`src/rtl/shadow_pkg.sv`:
```
// Package shadow_pkg
// Shared constants, attribute encoding and layout helpers for the
// legacy upper-memory shadow router. Assumes the fixed window
// 0xC0000-0xFFFFF: twelve 16 KB segments plus one 64 KB top segment.
package shadow_pkg;

    localparam int NUM_REGS = 7;
    localparam int NUM_SEGS = 13;
    localparam int SEG_W    = $clog2(NUM_SEGS);
    localparam int TOP_SEG  = NUM_SEGS - 1;

    typedef enum logic [1:0] {
        ATTR_OFF = 2'b00,
        ATTR_RO  = 2'b01,
        ATTR_WO  = 2'b10,
        ATTR_RW  = 2'b11
    } attr_e;

    // Implemented bits of register idx within the bank.
    function automatic logic [7:0] reg_mask(input int idx);
        return (idx == 0) ? 8'h30 : 8'h33;
    endfunction

endpackage

```
`src/rtl/shadow_cfg_bank.sv`:
```
// Module shadow_cfg_bank
// Holds the seven attribute registers at byte offsets BANK_BASE..+6.
// Writes are clocked. Reads and the per-segment attribute outputs are
// combinational. Assumes BANK_BASE+6 fits in CFG_AW bits.
module shadow_cfg_bank
    import shadow_pkg::*;
#(
    parameter int CFG_AW    = 8,
    parameter int BANK_BASE = 'h59
) (
    input  logic                          clk,
    input  logic                          rst_n,
    input  logic [CFG_AW-1:0]             cfg_addr,
    input  logic [7:0]                    cfg_wdata,
    input  logic                          cfg_we,
    output logic [7:0]                    cfg_rdata,
    output logic [NUM_SEGS-1:0][1:0]      seg_attr
);

    logic [NUM_REGS-1:0][7:0] bank_q;
    logic [NUM_REGS-1:0]      hit;

    for (genvar k = 0; k < NUM_REGS; k++) begin : g_reg
        localparam logic [CFG_AW-1:0] OFFS = CFG_AW'(BANK_BASE + k);
        localparam logic [7:0]        MASK = reg_mask(k);

        // Decode whether cfg_addr selects this register.
        assign hit[k] = (cfg_addr == OFFS);

        // Store masked write data; clear on reset.
        always_ff @(posedge clk) begin
            if (!rst_n)
                bank_q[k] <= 8'h00;
            else if (cfg_we && hit[k])
                bank_q[k] <= cfg_wdata & MASK;
        end
    end

    // Return the selected register, or zero off the bank.
    always_comb begin
        cfg_rdata = 8'h00;
        for (int k = 0; k < NUM_REGS; k++)
            if (hit[k]) cfg_rdata = bank_q[k];
    end

    // Spread the register fields into one attribute per segment.
    for (genvar s = 0; s < TOP_SEG; s++) begin : g_seg
        localparam int RIDX = 1 + s / 2;
        localparam int LSB  = (s % 2) * 4;
        assign seg_attr[s] = bank_q[RIDX][LSB +: 2];
    end
    assign seg_attr[TOP_SEG] = bank_q[0][5:4];

endmodule

```
`src/rtl/shadow_seg_decode.sv`:
```
// Module shadow_seg_decode
// Decides whether an address lies in 0xC0000-0xFFFFF and, if so,
// which segment it hits (0..11 for 16 KB segments, 12 for 0xF0000).
// Assumes ADDR_W > 20.
module shadow_seg_decode
    import shadow_pkg::*;
#(
    parameter int ADDR_W = 32
) (
    input  logic [ADDR_W-1:0] addr,
    output logic              in_win,
    output logic [SEG_W-1:0]  seg_idx
);

    localparam int HI_W = ADDR_W - 20;

    // Window test: no bits at or above 1 MB, and the top quarter of it.
    assign in_win = (addr[ADDR_W-1:20] == HI_W'(0)) && (addr[19:18] == 2'b11);

    // Segment select: the top 64 KB is one segment, the rest is 16 KB each.
    always_comb begin
        if (addr[17:16] == 2'b11)
            seg_idx = SEG_W'(TOP_SEG);
        else
            seg_idx = SEG_W'(addr[17:14]);
    end

endmodule

```
`src/rtl/shadow_route.sv`:
```
// Module shadow_route (top)
// Routes legacy upper-memory accesses to DRAM or PCI according to a
// per-segment, per-direction attribute held in a configuration bank.
// The route is combinational from the access and the stored attributes.
module shadow_route
    import shadow_pkg::*;
#(
    parameter int ADDR_W    = 32,
    parameter int CFG_AW    = 8,
    parameter int BANK_BASE = 'h59
) (
    input  logic              clk,
    input  logic              rst_n,
    input  logic [CFG_AW-1:0] cfg_addr,
    input  logic [7:0]        cfg_wdata,
    input  logic              cfg_we,
    output logic [7:0]        cfg_rdata,
    input  logic [ADDR_W-1:0] acc_addr,
    input  logic              acc_write,
    output logic              route_pci
);

    logic [NUM_SEGS-1:0][1:0] seg_attr;
    logic                     in_win;
    logic [SEG_W-1:0]         seg_idx;
    logic [1:0]               cur_attr;
    logic                     dir_ok;

    shadow_cfg_bank #(
        .CFG_AW   (CFG_AW),
        .BANK_BASE(BANK_BASE)
    ) u_bank (
        .clk      (clk),
        .rst_n    (rst_n),
        .cfg_addr (cfg_addr),
        .cfg_wdata(cfg_wdata),
        .cfg_we   (cfg_we),
        .cfg_rdata(cfg_rdata),
        .seg_attr (seg_attr)
    );

    shadow_seg_decode #(
        .ADDR_W(ADDR_W)
    ) u_dec (
        .addr   (acc_addr),
        .in_win (in_win),
        .seg_idx(seg_idx)
    );

    // Pick the attribute of the segment being accessed.
    always_comb begin
        cur_attr = ATTR_OFF;
        for (int s = 0; s < NUM_SEGS; s++)
            if (seg_idx == SEG_W'(s)) cur_attr = seg_attr[s];
    end

    // Bit 0 enables reads, bit 1 enables writes.
    assign dir_ok = acc_write ? cur_attr[1] : cur_attr[0];

    // Inside the window, any access whose direction is not enabled goes to PCI.
    assign route_pci = in_win && !dir_ok;

endmodule

```
`config.mk`:
```
export PLATFORM = sky130hd
export DESIGN_NAME = shadow_route
export DESIGN_NICKNAME = d
export VERILOG_FILES = /design/src/rtl/shadow_pkg.sv /design/src/rtl/shadow_cfg_bank.sv /design/src/rtl/shadow_seg_decode.sv /design/src/rtl/shadow_route.sv
export SDC_FILE = /design/constraint.sdc
export NUM_CORES = 1
export LEC_CHECK = 0
export CAP_MARGIN = 20
export CORE_MARGIN = 5
export CORE_UTILIZATION = 60
export CTS_CLUSTER_SIZE = 12
export DETAILED_ROUTE_END_ITERATION = 6
export DONT_BUFFER_PORTS = 1
export GPL_ROUTABILITY_DRIVEN = 0
export PLACE_DENSITY = 0.84
export SLEW_MARGIN = 20
export SYNTH_ARGS = -nofsm -noshare
export SYNTH_HDL_FRONTEND = slang
export SYNTH_SLANG_ARGS = --single-unit
```
`constraint.sdc`:
```
create_clock -name clk -period 2.1 [get_ports clk]
set_input_delay 0.42 -clock clk [delete_from_list [all_inputs] [get_ports clk]]
set_output_delay 0.42 -clock clk [all_outputs]
set_load 0.02 [all_outputs]
```
Word-level counts from Yosys, hierarchy flattened

Index checks and enable logic that the tools add are counted.

Multiplexer cells: 22
Reductions and logical operators: 12
Equal/unequal tests: 21

Operators by type and width:

| operator           | number |
|---|---|
| $eq 8x7->1 const B | 7 |
| $mux 6             | 7 |
| $mux 2             | 13 |
| $eq 4x4->1 const B | 5 |
| $eq 4x3->1 const B | 4 |
| $logic_not 12->1   | 1 |
| $logic_and 1x1->1  | 9 |
| $eq 4x2->1 const B | 2 |
| $eq 2x2->1 const B | 2 |
| $eq 4x1->1 const B | 1 |
| $logic_not 4->1    | 1 |
| $mux 4             | 1 |
| $logic_not 1->1    | 1 |
| $mux 1             | 1 |

Output and inout bits: 9
Word-level logic and storage cells: 62
Register bits: 26

Longest topological paths before layout

Gate-level depths: netlist of the first run.

Depth in word-level cells: 19
Depth in mapped cells: 7
Mapped depth without buffers: 5

Modules after synthesis

A second synthesis of the first run with hierarchy kept.

Cell total of the unflattened synthesis: 186
Area, all modules: 1752.9 um2

Modules (own cells, without submodules):

| module            | area an instance (um2) | instances | sequential area each (um2) | cells an instance |
|---|---|---|---|---|
| shadow_cfg_bank   | 1337.5                 | 1         | 520.5                      | 131 |
| shadow_route      | 356.6                  | 1         | 0.0                        | 46 |
| shadow_seg_decode | 58.8                   | 1         | 0.0                        | 9 |

Worst setup path before layout of the first run

OpenSTA, ideal clock, no wires.

Kind: input to output
From: input acc_addr[23]
To: output route_pci
Data required time: 1.680 ns
Path slack: -0.173 ns
Arrival: 1.853 ns
Buffers on the path: 0
Stages on the path: 4
Path through: or4_1 nor4_1 o311ai_0 a221oi_1

Word-level cells in the longest chain between the ends: 3

RTL lines:

| element            | RTL line                | text |
|---|---|---|
| start: declaration | shadow_route.sv:18      | `input logic [ADDR_W-1:0] acc_addr,` |
| $logic_not 12->1   | shadow_seg_decode.sv:18 | `assign in_win = (addr[ADDR_W-1:20] == HI_W'(0)) && (addr[19:18] == 2'b11);` |
| $logic_and 1x1->1  | shadow_seg_decode.sv:18 |  |
| $logic_and 1x1->1  | shadow_route.sv:61      | `assign route_pci = in_win && !dir_ok;` |
| end: declaration   | shadow_route.sv:20      | `output logic route_pci` |

No other way between the ends.

Worst setup path after layout of the first run

From: register u_bank.bank_q, in the netlist u_bank.seg_attr[19]
To: output route_pci

Word-level cells in the longest chain between the ends: 7

RTL lines:

| element                          | RTL line              | text |
|---|---|---|
| start: declaration               | shadow_cfg_bank.sv:20 | `logic [NUM_REGS-1:0][7:0] bank_q;` |
| start signal: indexed assignment | shadow_cfg_bank.sv:35 | `bank_q[k] <= cfg_wdata & MASK;` |
| $mux 2 (4 in a row)              | shadow_route.sv:54    | `if (seg_idx == SEG_W'(s)) cur_attr = seg_attr[s];` |
| $mux 1                           | shadow_route.sv:58    | `assign dir_ok = acc_write ? cur_attr[1] : cur_attr[0];` |
| $logic_not 1->1                  | shadow_route.sv:61    |  |
| $logic_and 1x1->1                | shadow_route.sv:61    |  |

No other way between the ends.

==> flow_summary_export.csv, run 1 <==
group,metric,value,unit
floorplanning,die_y,64.3,µm
timing,tightest_slew,0.632,ns
clocking,cts_num_sinks,26,
timing,fin_skew,0,ns
power,ir_drop,446,µV
clocking,root_buffer,"clkbuf_4",
placement,port_buffers,0,
clocking,clk-insertion-delay-late,0.32,ns
yosys,synth.mux.area_fraction,17.9,%
routing,wl,4360,µm
yosys,ys_seq_elements,26,
yosys,synth_area,1770,µm²
yosys,synthSimpleGateAreaFrac,27.7,%
yosys,syn_inst,213,
finish,largest_reg_flops,26,
power,leakagePower,0.621,nW
clocking,clk_path_buf_depth,2,
yosys,syn_avg_cell_area,8.32,µm²
setup_path,ff2ff_path_depth,2,
hold_path,hold_class,"primary input to flip-flop",
clocking,cts_setup_buffers,0,
yosys,yosys.area_share.adder,0,%
outcome,status,"finished with violations",
routing,vias,1601,
finish,antenna_cells_inserted,0,
finish,fin_nets,262,
global_route,grt_util_all_layers,20.8,%
placement,hpwl,3330,µm
finish,instances_no_fill,239,
setup_path,worstPathArrival,1.71,ns
yosys,async_flop_share,0,%
timing,max_freq,469,MHz
timing,hold_viol_final,0,
clocking,cts_tree,"done",
routing,vias_per_cell,6.70,
setup_path,worstSetupPathType,"flip-flop to output port",
timing,maxSlewHeadroom,57.4,%
outcome,violations,"setup timing",
yosys,synth_cell_types,45,
routing,ant_nets,0,
timing,rsz0062_at_grt,"true",
routing,drc,0,
global_route,antenna_found_initial,0,
floorplanning,rows,19,
setup_path,required,1.68,ns
floorplanning,core-area,2810,µm²
timing,setup_ws,-0.0322,ns
yosys,yosysWarnings,0,
setup_path,ff2ff_setup_slack,1.37,ns
yosys,synth_top_family_by_area,"simple AND/OR/NAND/NOR gates",
yosys,synth_edf_count,0,
global_route,grt_max_degree,27,
routing,wl_per_cell,18.2,µm
timing,min_period,2.13,ns
global_route,first_global_vias,1517,
clocking,numCtsBuffers,3,
yosys,synth_top_flop_cell,"dfxtp_1",
timing,slew_viol_final,0,
global_route,grt_overflow,0,
power,powerDensity,424,nW/µm²
finish,area_growth_syn_to_layout,3.32,%
global_route,grt_pass1_wl,6980,µm
yosys,synth-xor-area-share,0,%
floorplanning,start_util,63.2,%
routing,drt-initial-drc-count,145,
timing,min_period_over_period,102,%
floorplanning,num_io_pins,61,
floorplanning,die_w,64.3,µm
finish,drive_gt1_share,13.5,%
floorplanning,die-area,4140,µm²
placement,dp_cells,236,
setup_path,cp_max_fo,3,
timing,worst_hold_slack,0.221,ns
setup_path,startpoint_type,"flip-flop",
clocking,clk_pin_slew,0.13,ns
job,drv_cap,0,
setup_path,endpoint_kind,"output port",
yosys,seq_area_frac_synth,29.4,%
power,total_power,0.776,mW
timing,finalSetupViolations,1,
hold_path,hold_depth,1,
routing,first_pass_iters,4,
yosys,synth_compound_area_share,17.4,%
clocking,h-tree-depth,1,
==> Yosys cell counts, types with 2 or more instances <==
library cell / count / area (µm²)
dfxtp_1: 26 / 521
mux2i_1: 26 / 260
nand2_1: 21 / 78.8
nor2b_1: 20 / 125
nor2_1: 11 / 41.3
o21ai_0: 11 / 55.1
buf_2: 10 / 50.1
a21boi_0: 8 / 60.1
a21oi_1: 8 / 40.0
nand3_1: 8 / 40.0
inv_1: 7 / 26.3
buf_4: 5 / 37.5
and3_1: 4 / 25.0
nand2b_1: 4 / 25.0
a31oi_1: 3 / 18.8
o22ai_1: 3 / 18.8
a221oi_1: 2 / 17.5
a22oi_1: 2 / 15.0
clkbuf_1: 2 / 7.51
mux4_2: 2 / 45.0
nand4b_1: 2 / 17.5
nor3_1: 2 / 10.0
nor4_1: 2 / 12.5
o31ai_1: 2 / 15.0
or3_1: 2 / 12.5
==> worst paths after layout <==
kind | from | end
hold / removal | rst_n | u_bank.seg_attr[22]
hold reg to reg | u_bank.seg_attr[3] | u_bank.seg_attr[3]
setup reg to reg | u_bank.seg_attr[17] | u_bank.seg_attr[17]
setup / recovery | u_bank.seg_attr[19] | route_pci
==> report_power, final <==
part           total (mW)  switching [mW]  leakage, nW  internal (mW)
Combinational      0.0721          0.0359        0.396         0.0362
Sequential          0.494        0.000570        0.210          0.494
Clock               0.209           0.142       0.0138         0.0672
==> routing by layer <==
metal  wire (µm)  GRT usage [%]  part of all wire, %
met5           0              0                    0
met3         410           4.90                  9.4
met4          85           5.28                  2.0
met1        1810           25.2                   41
met2        2060           36.9                   47
==> timing repair <==
action | CTS | global route
resized for setup | 5 | 5
pin swaps | 1 | 2
hold buffers | 0 | 0
setup endpoints to repair | 1 | 2
==> layout by cell type, fill, tap and decap left out, drive strengths merged, types with 3 or more instances in the layout <==
master | synthesis | layout
nand2b | 4 | 4
inv | 7 | 7
nand2 | 21 | 21
o22ai | 3 | 3
nand3 | 9 | 9
and3 | 4 | 4
nor2b | 20 | 20
clkbuf | 2 | 3
conb | 1 | 4
a21oi | 8 | 8
dfxtp | 26 | 26
a31oi | 3 | 3
o21ai | 12 | 12
a21boi | 8 | 8
nor2 | 11 | 11
nor3 | 3 | 3
nor4 | 3 | 3
mux2i | 26 | 26
buf | 16 | 7
==> through the flow <==
stage	TNS, ns	util (%)	area (µm²)	worst slack (ns)
after floorplan	0	-	1790	0.00156
after global placement	-0.0465	63.2	1770	-0.0465
after detailed placement	-0.121	63.2	1770	-0.121
after CTS	-0.0253	64.9	1820	-0.0253
after global routing	-0.0861	65.3	1830	-0.0861
final	-0.0322	65.3	1830	-0.0322
==> kinds of logic after synthesis <==
logic type,after synthesis
AO/OA/AOI/OAI,47
AND/OR/NAND/NOR,85
buffers and inverters,25
multiplexers,29
other,1
flip-flops,26
==> worst max-delay path, cell delays in order (launching register included) <==
cell      delay (ns)
dfxtp_1         0.36
mux2i_1         0.25
a221oi_2        0.11
o221a_2         0.27
a221oi_2        0.23
buf_4           0.18
==> final cells by class <==
cell class | instances | area (µm²)
fillers | 225 | 975
clock buffers | 3 | 22.5
well taps | 31 | 38.8
repair buffers | 7 | 52.6
inverters | 7 | 26.3
multi-input cells | 165 | 1170
flip-flops and latches | 26 | 523
Power figures use the tool's default switching activity.
==> run 2: changes to the inputs <==
Settings changed: CORE_UTILIZATION 60 to 53, PLACE_DENSITY 0.84 to 0.76, SETUP_SLACK_MARGIN set to 0.4.
==> flow_summary_export.csv, run 2 (synthesis results as in run 1) <==
group,metric,value,unit
setup_path,max_stage_delay,0.53,ns
power,p_seq_share,62.9,%
finish,largest_reg_flops,26,
power,power_frac_clock,27.3,%
floorplanning,die-area,4600,µm²
power,p_switching,0.185,mW
power,ir_drop,196,µV
power,total_power,0.784,mW
clocking,h-tree-depth,1,
routing,first_pass_iters,4,
routing,ant_nets,0,
floorplanning,num_io_pins,61,
timing,rsz0062_at_grt,"true",
global_route,grt_util_all_layers,20.9,%
global_route,grt_max_degree,27,
finish,multi_input_area,1280,µm²
floorplanning,die_w,67.8,µm
setup_path,ff2ff_setup_slack,1.40,ns
finish,instances_no_fill,256,
clocking,root_buffer,"clkbuf_4",
finish,final_util,60.7,%
power,powerDensity,393,nW/µm²
placement,dp_cells,248,
routing,wl,4470,µm
placement,placed_area,1820,µm²
finish,drive_gt1_share,23.3,%
power,swShare,23.6,%
finish,fin_nets,264,
placement,port_buffers,0,
routing,drt-initial-drc-count,90,
finish,fillers,300,
power,pwr-share-comb,9.8,%
setup_path,cp_slowest_cell,"or4_4",
global_route,first_global_vias,1481,
setup_path,crit_chain,"or4_4, nor4_4, o311ai_1, a221oi_2, buf_4",
timing,max_freq,478,MHz
setup_path,crit_buf_inv,1,
setup_path,worstSetupPathType,"primary input to output port",
finish,final_area,1990,µm²
timing,fin_skew,0,ns
routing,vias,1557,
global_route,grt_overflow,0,
setup_path,endpoint_kind,"output port",
routing,vias_per_cell,6.08,
floorplanning,die_y,67.8,µm
placement,hpwl,3320,µm
global_route,antenna_found_initial,0,
power,p_int,0.599,mW
finish,area_growth_syn_to_layout,12.6,%
finish,antenna_cells_inserted,0,
floorplanning,start_util,53.9,%
timing,min_period_over_period,99.5,%
floorplanning,rows,21,
timing,finalSetupViolations,0,
clocking,clk_path_buf_depth,2,
floorplanning,core-area,3280,µm²
hold_path,hold_class,"primary input to flip-flop",
routing,wl_per_cell,17.5,µm
clocking,clk-insertion-delay-late,0.32,ns
setup_path,cp_max_fo,1,
finish,layout_common_cells,"mux2i_1, nor2b_1, nand2_1, dfxtp_1, nor2_1",
clocking,postCtsHoldBufs,0,
setup_path,worstPathArrival,1.67,ns
clocking,numCtsBuffers,3,
timing,slew_viol_final,0,
clocking,cts_tree,"done",
outcome,status,"finished, final reports clean",
finish,final-seq-area,534,µm²
job,drv_cap,0,
power,leakagePower,0.664,nW
routing,drc,0,
setup_path,critPathTopFamily,"simple AND/OR/NAND/NOR gates",
finish,final_common_cell,"mux2i_1",
global_route,grt_pass1_wl,7200,µm
timing,worst_hold_slack,0.212,ns
setup_path,required,1.68,ns
timing,min_period,2.09,ns
clocking,cts_num_sinks,26,
clocking,clk_pin_slew,0.14,ns
timing,hold_viol_final,0,
setup_path,startpoint_type,"primary input",
run 2: stage by stage:
step	setup TNS [ns]	setup slack, ns
final	0	0.0101
after global routing	-0.0582	-0.0582
after global placement	-0.0136	-0.0136
after CTS	0	0.0136
after floorplan	0	0.0293
after detailed placement	-0.0113	-0.0113
run 2: worst paths after layout:
check | start | end | cells past startpoint
worst max-delay path | acc_addr[23] | route_pci | 5
worst min-delay path | rst_n | u_bank.seg_attr[25] | 1
worst max register to register | u_bank.seg_attr[16] | u_bank.seg_attr[16] | 2
worst min register to register | u_bank.seg_attr[2] | u_bank.seg_attr[2] | 2
run 2: layout make-up:
type | count | share of cell area, %
multi-input combinational | 165 | 64.1
sequential | 26 | 26.8
timing repair buffer | 9 | 3.76
tap | 46 | 2.89
inverter | 7 | 1.32
clock buffer | 3 | 1.13
run 2: power by group through the flow:
stage                     clock, mW  combinational, mW  sequential (mW)
after floorplan                   0             0.0906            0.505
after global placement            0             0.0688            0.505
after detailed placement          0             0.0691            0.505
after CTS                     0.218             0.0735            0.494
after global routing          0.235             0.0842            0.493
final                         0.214             0.0768            0.493
run 2: worst reg2reg max path, stage by stage, from the launching register on:
cell	delay (ns)
dfxtp_1	0.41
nand2_1	0.06
a21boi_0	0.16
run 2: what timing repair did:
action	CTS	global route
resized for setup	18	15
endpoints found under the setup margin	5	8
endpoints found under the hold margin	0	0
pin swaps	9	8
buffers inserted	3	2
run 2: per-layer routing:
| layer | wire length [µm] | GRT usage, % | vias to the layer above |
|---|---|---|---|
| li1 | - | - | 750 |
| met1 | 1840 | 27.1 | 736 |
| met2 | 2210 | 34.0 | 56 |
| met3 | 268 | 2.96 | 15 |
| met4 | 157 | 10.2 | 0 |
| met5 | 0 | 0 | - |
==> run 3: changes to the inputs <==
Settings changed: CTS_BUF_LIST set to sky130_fd_sc_hd__clkbuf_16.
==> flow_summary_export.csv, run 3 (synthesis results as in run 1) <==
group,metric,value,unit
outcome,status,"finished, final reports clean",
clocking,postCtsHoldBufs,0,
timing,max_freq,478,MHz
setup_path,worstPathArrival,1.67,ns
finish,layout_common_cells,"mux2i_1, dfxtp_1, nor2b_1",
floorplanning,die_w,67.8,µm
hold_path,hold_class,"primary input to flip-flop",
global_route,grt_max_degree,27,
floorplanning,num_io_pins,61,
power,powerDensity,480,nW/µm²
timing,min_period,2.09,ns
setup_path,ff2ff_setup_slack,1.41,ns
hold_path,min_from,"rst_n",
routing,wl,4730,µm
setup_path,regToRegStartpoint,"u_bank.seg_attr[12]",
clocking,root_buffer,"clkbuf_16",
routing,wl_per_cell,18.2,µm
setup_path,ff2ff_path_depth,2,
global_route,grt_util_all_layers,21.4,%
floorplanning,die-area,4600,µm²
placement,dp_cells,248,
timing,hold_viol_final,0,
job,drv_cap,0,
floorplanning,start_util,53.9,%
global_route,grt_pass1_wl,7360,µm
placement,hpwl,3320,µm
routing,vias_per_cell,6.11,
floorplanning,die_y,67.8,µm
power,ir_drop,379,µV
clocking,numCtsBuffers,3,
timing,slew_viol_final,0,
routing,drt-initial-drc-count,117,
setup_path,startpoint_type,"primary input",
hold_path,holdPathEnd,"u_bank.seg_attr[20]",
finish,drive_gt1_share,19.2,%
global_route,antenna_found_initial,0,
clocking,h-tree-depth,1,
setup_path,r2r_end,"u_bank.seg_attr[12]",
timing,setup_ws,0.00774,ns
finish,fillers,281,
timing,fin_skew,0,ns
clocking,cts_tree,"done",
placement,pre_cts_slack,-0.0113,ns
setup_path,cp_max_fo,1,
finish,final_area,2070,µm²
routing,first_pass_iters,4,
floorplanning,rows,21,
timing,finalSetupViolations,0,
finish,largest_reg_flops,26,
routing,drc,0,
placement,placed_area,1820,µm²
finish,fin_nets,268,
clocking,cts_num_sinks,26,
setup_path,endpoint_kind,"output port",
global_route,grt_overflow,0,
timing,worst_hold_slack,0.288,ns
placement,port_buffers,0,
setup_path,required,1.68,ns
hold_path,hold_depth,1,
clocking,clk_pin_slew,0.06,ns
finish,antenna_cells_inserted,0,
floorplanning,core-area,3280,µm²
clocking,clk-insertion-delay-late,0.26,ns
setup_path,worstSetupPathType,"primary input to output port",
timing,rsz0062_at_grt,"true",
routing,vias,1589,
global_route,first_global_vias,1473,
power,leakagePower,0.709,nW
finish,area_growth_syn_to_layout,16.8,%
routing,ant_nets,0,
finish,instances_no_fill,260,
clocking,clk_path_buf_depth,2,
timing,min_period_over_period,99.6,%
==> run 3: cell types whose count changed in the layout (fill, tap and decap cells not counted), sizes merged <==
| cell | delta |
|---|---|
| buf | +4 |
==> run 3: how the worst max path moves through the flow <==
stage | startpoint | slack, ns | endpoint
5_1_grt | u_bank.seg_attr[4] | -0.06 | route_pci
3_3_place_gp | acc_addr[23] | -0.01 | route_pci
2_1_floorplan | acc_addr[23] | 0.03 | route_pci
3_5_place_dp | acc_addr[23] | -0.01 | route_pci
6_report | acc_addr[23] | 0.008 | route_pci
4_1_cts | acc_addr[23] | 0.01 | route_pci
==> run 3: area by class of cell <==
cell class / instances / area [µm²] / area share [%]
sequential: 26 / 520 / 25.2
timing repair buffer: 13 / 128 / 6.17
inverter: 7 / 26.3 / 1.27
multi-input combinational: 165 / 1260 / 61.0
clock buffer: 3 / 75.1 / 3.63
tap: 46 / 57.6 / 2.78
==> run 3: critical path, stage by stage <==
cell,delay [ns]
or4_4,0.53
nor4_4,0.21
o311ai_1,0.14
a221oi_2,0.19
buf_4,0.18
==> run 3: power breakdown <==
| group | switching [mW] | internal [mW] | total (mW) |
|---|---|---|---|
| Sequential | 0.000539 | 0.494 | 0.494 |
| Clock | 0.168 | 0.253 | 0.420 |
| Combinational | 0.0376 | 0.0405 | 0.0781 |
| Total | 0.206 | 0.787 | 0.993 |
==> run 3: metrics by stage <==
stage | power, mW | setup TNS (ns) | utilization, %
global route | 1.02 | -0.0640 | 63.0
global placement | 0.574 | -0.0136 | 55.3
floorplan | 0.596 | 0 | -
CTS | 0.988 | 0 | 60.7
finish | 0.993 | 0 | 63.0
detailed placement | 0.574 | -0.0113 | 55.3
==> run 3: timing repair <==
action | in CTS | in global routing
hold endpoints to repair | 0 | 0
setup buffers | 4 | 5
pin swaps | 12 | 8
resized for setup | 16 | 8
endpoints found under the setup margin | 5 | 12
==> run 3: metal layers <==
layer  GRT usage [%]  wire length, µm
met5               0                0
met4            7.20               77
met3            3.28              377
met2            36.0             2380
met1            28.1             1900
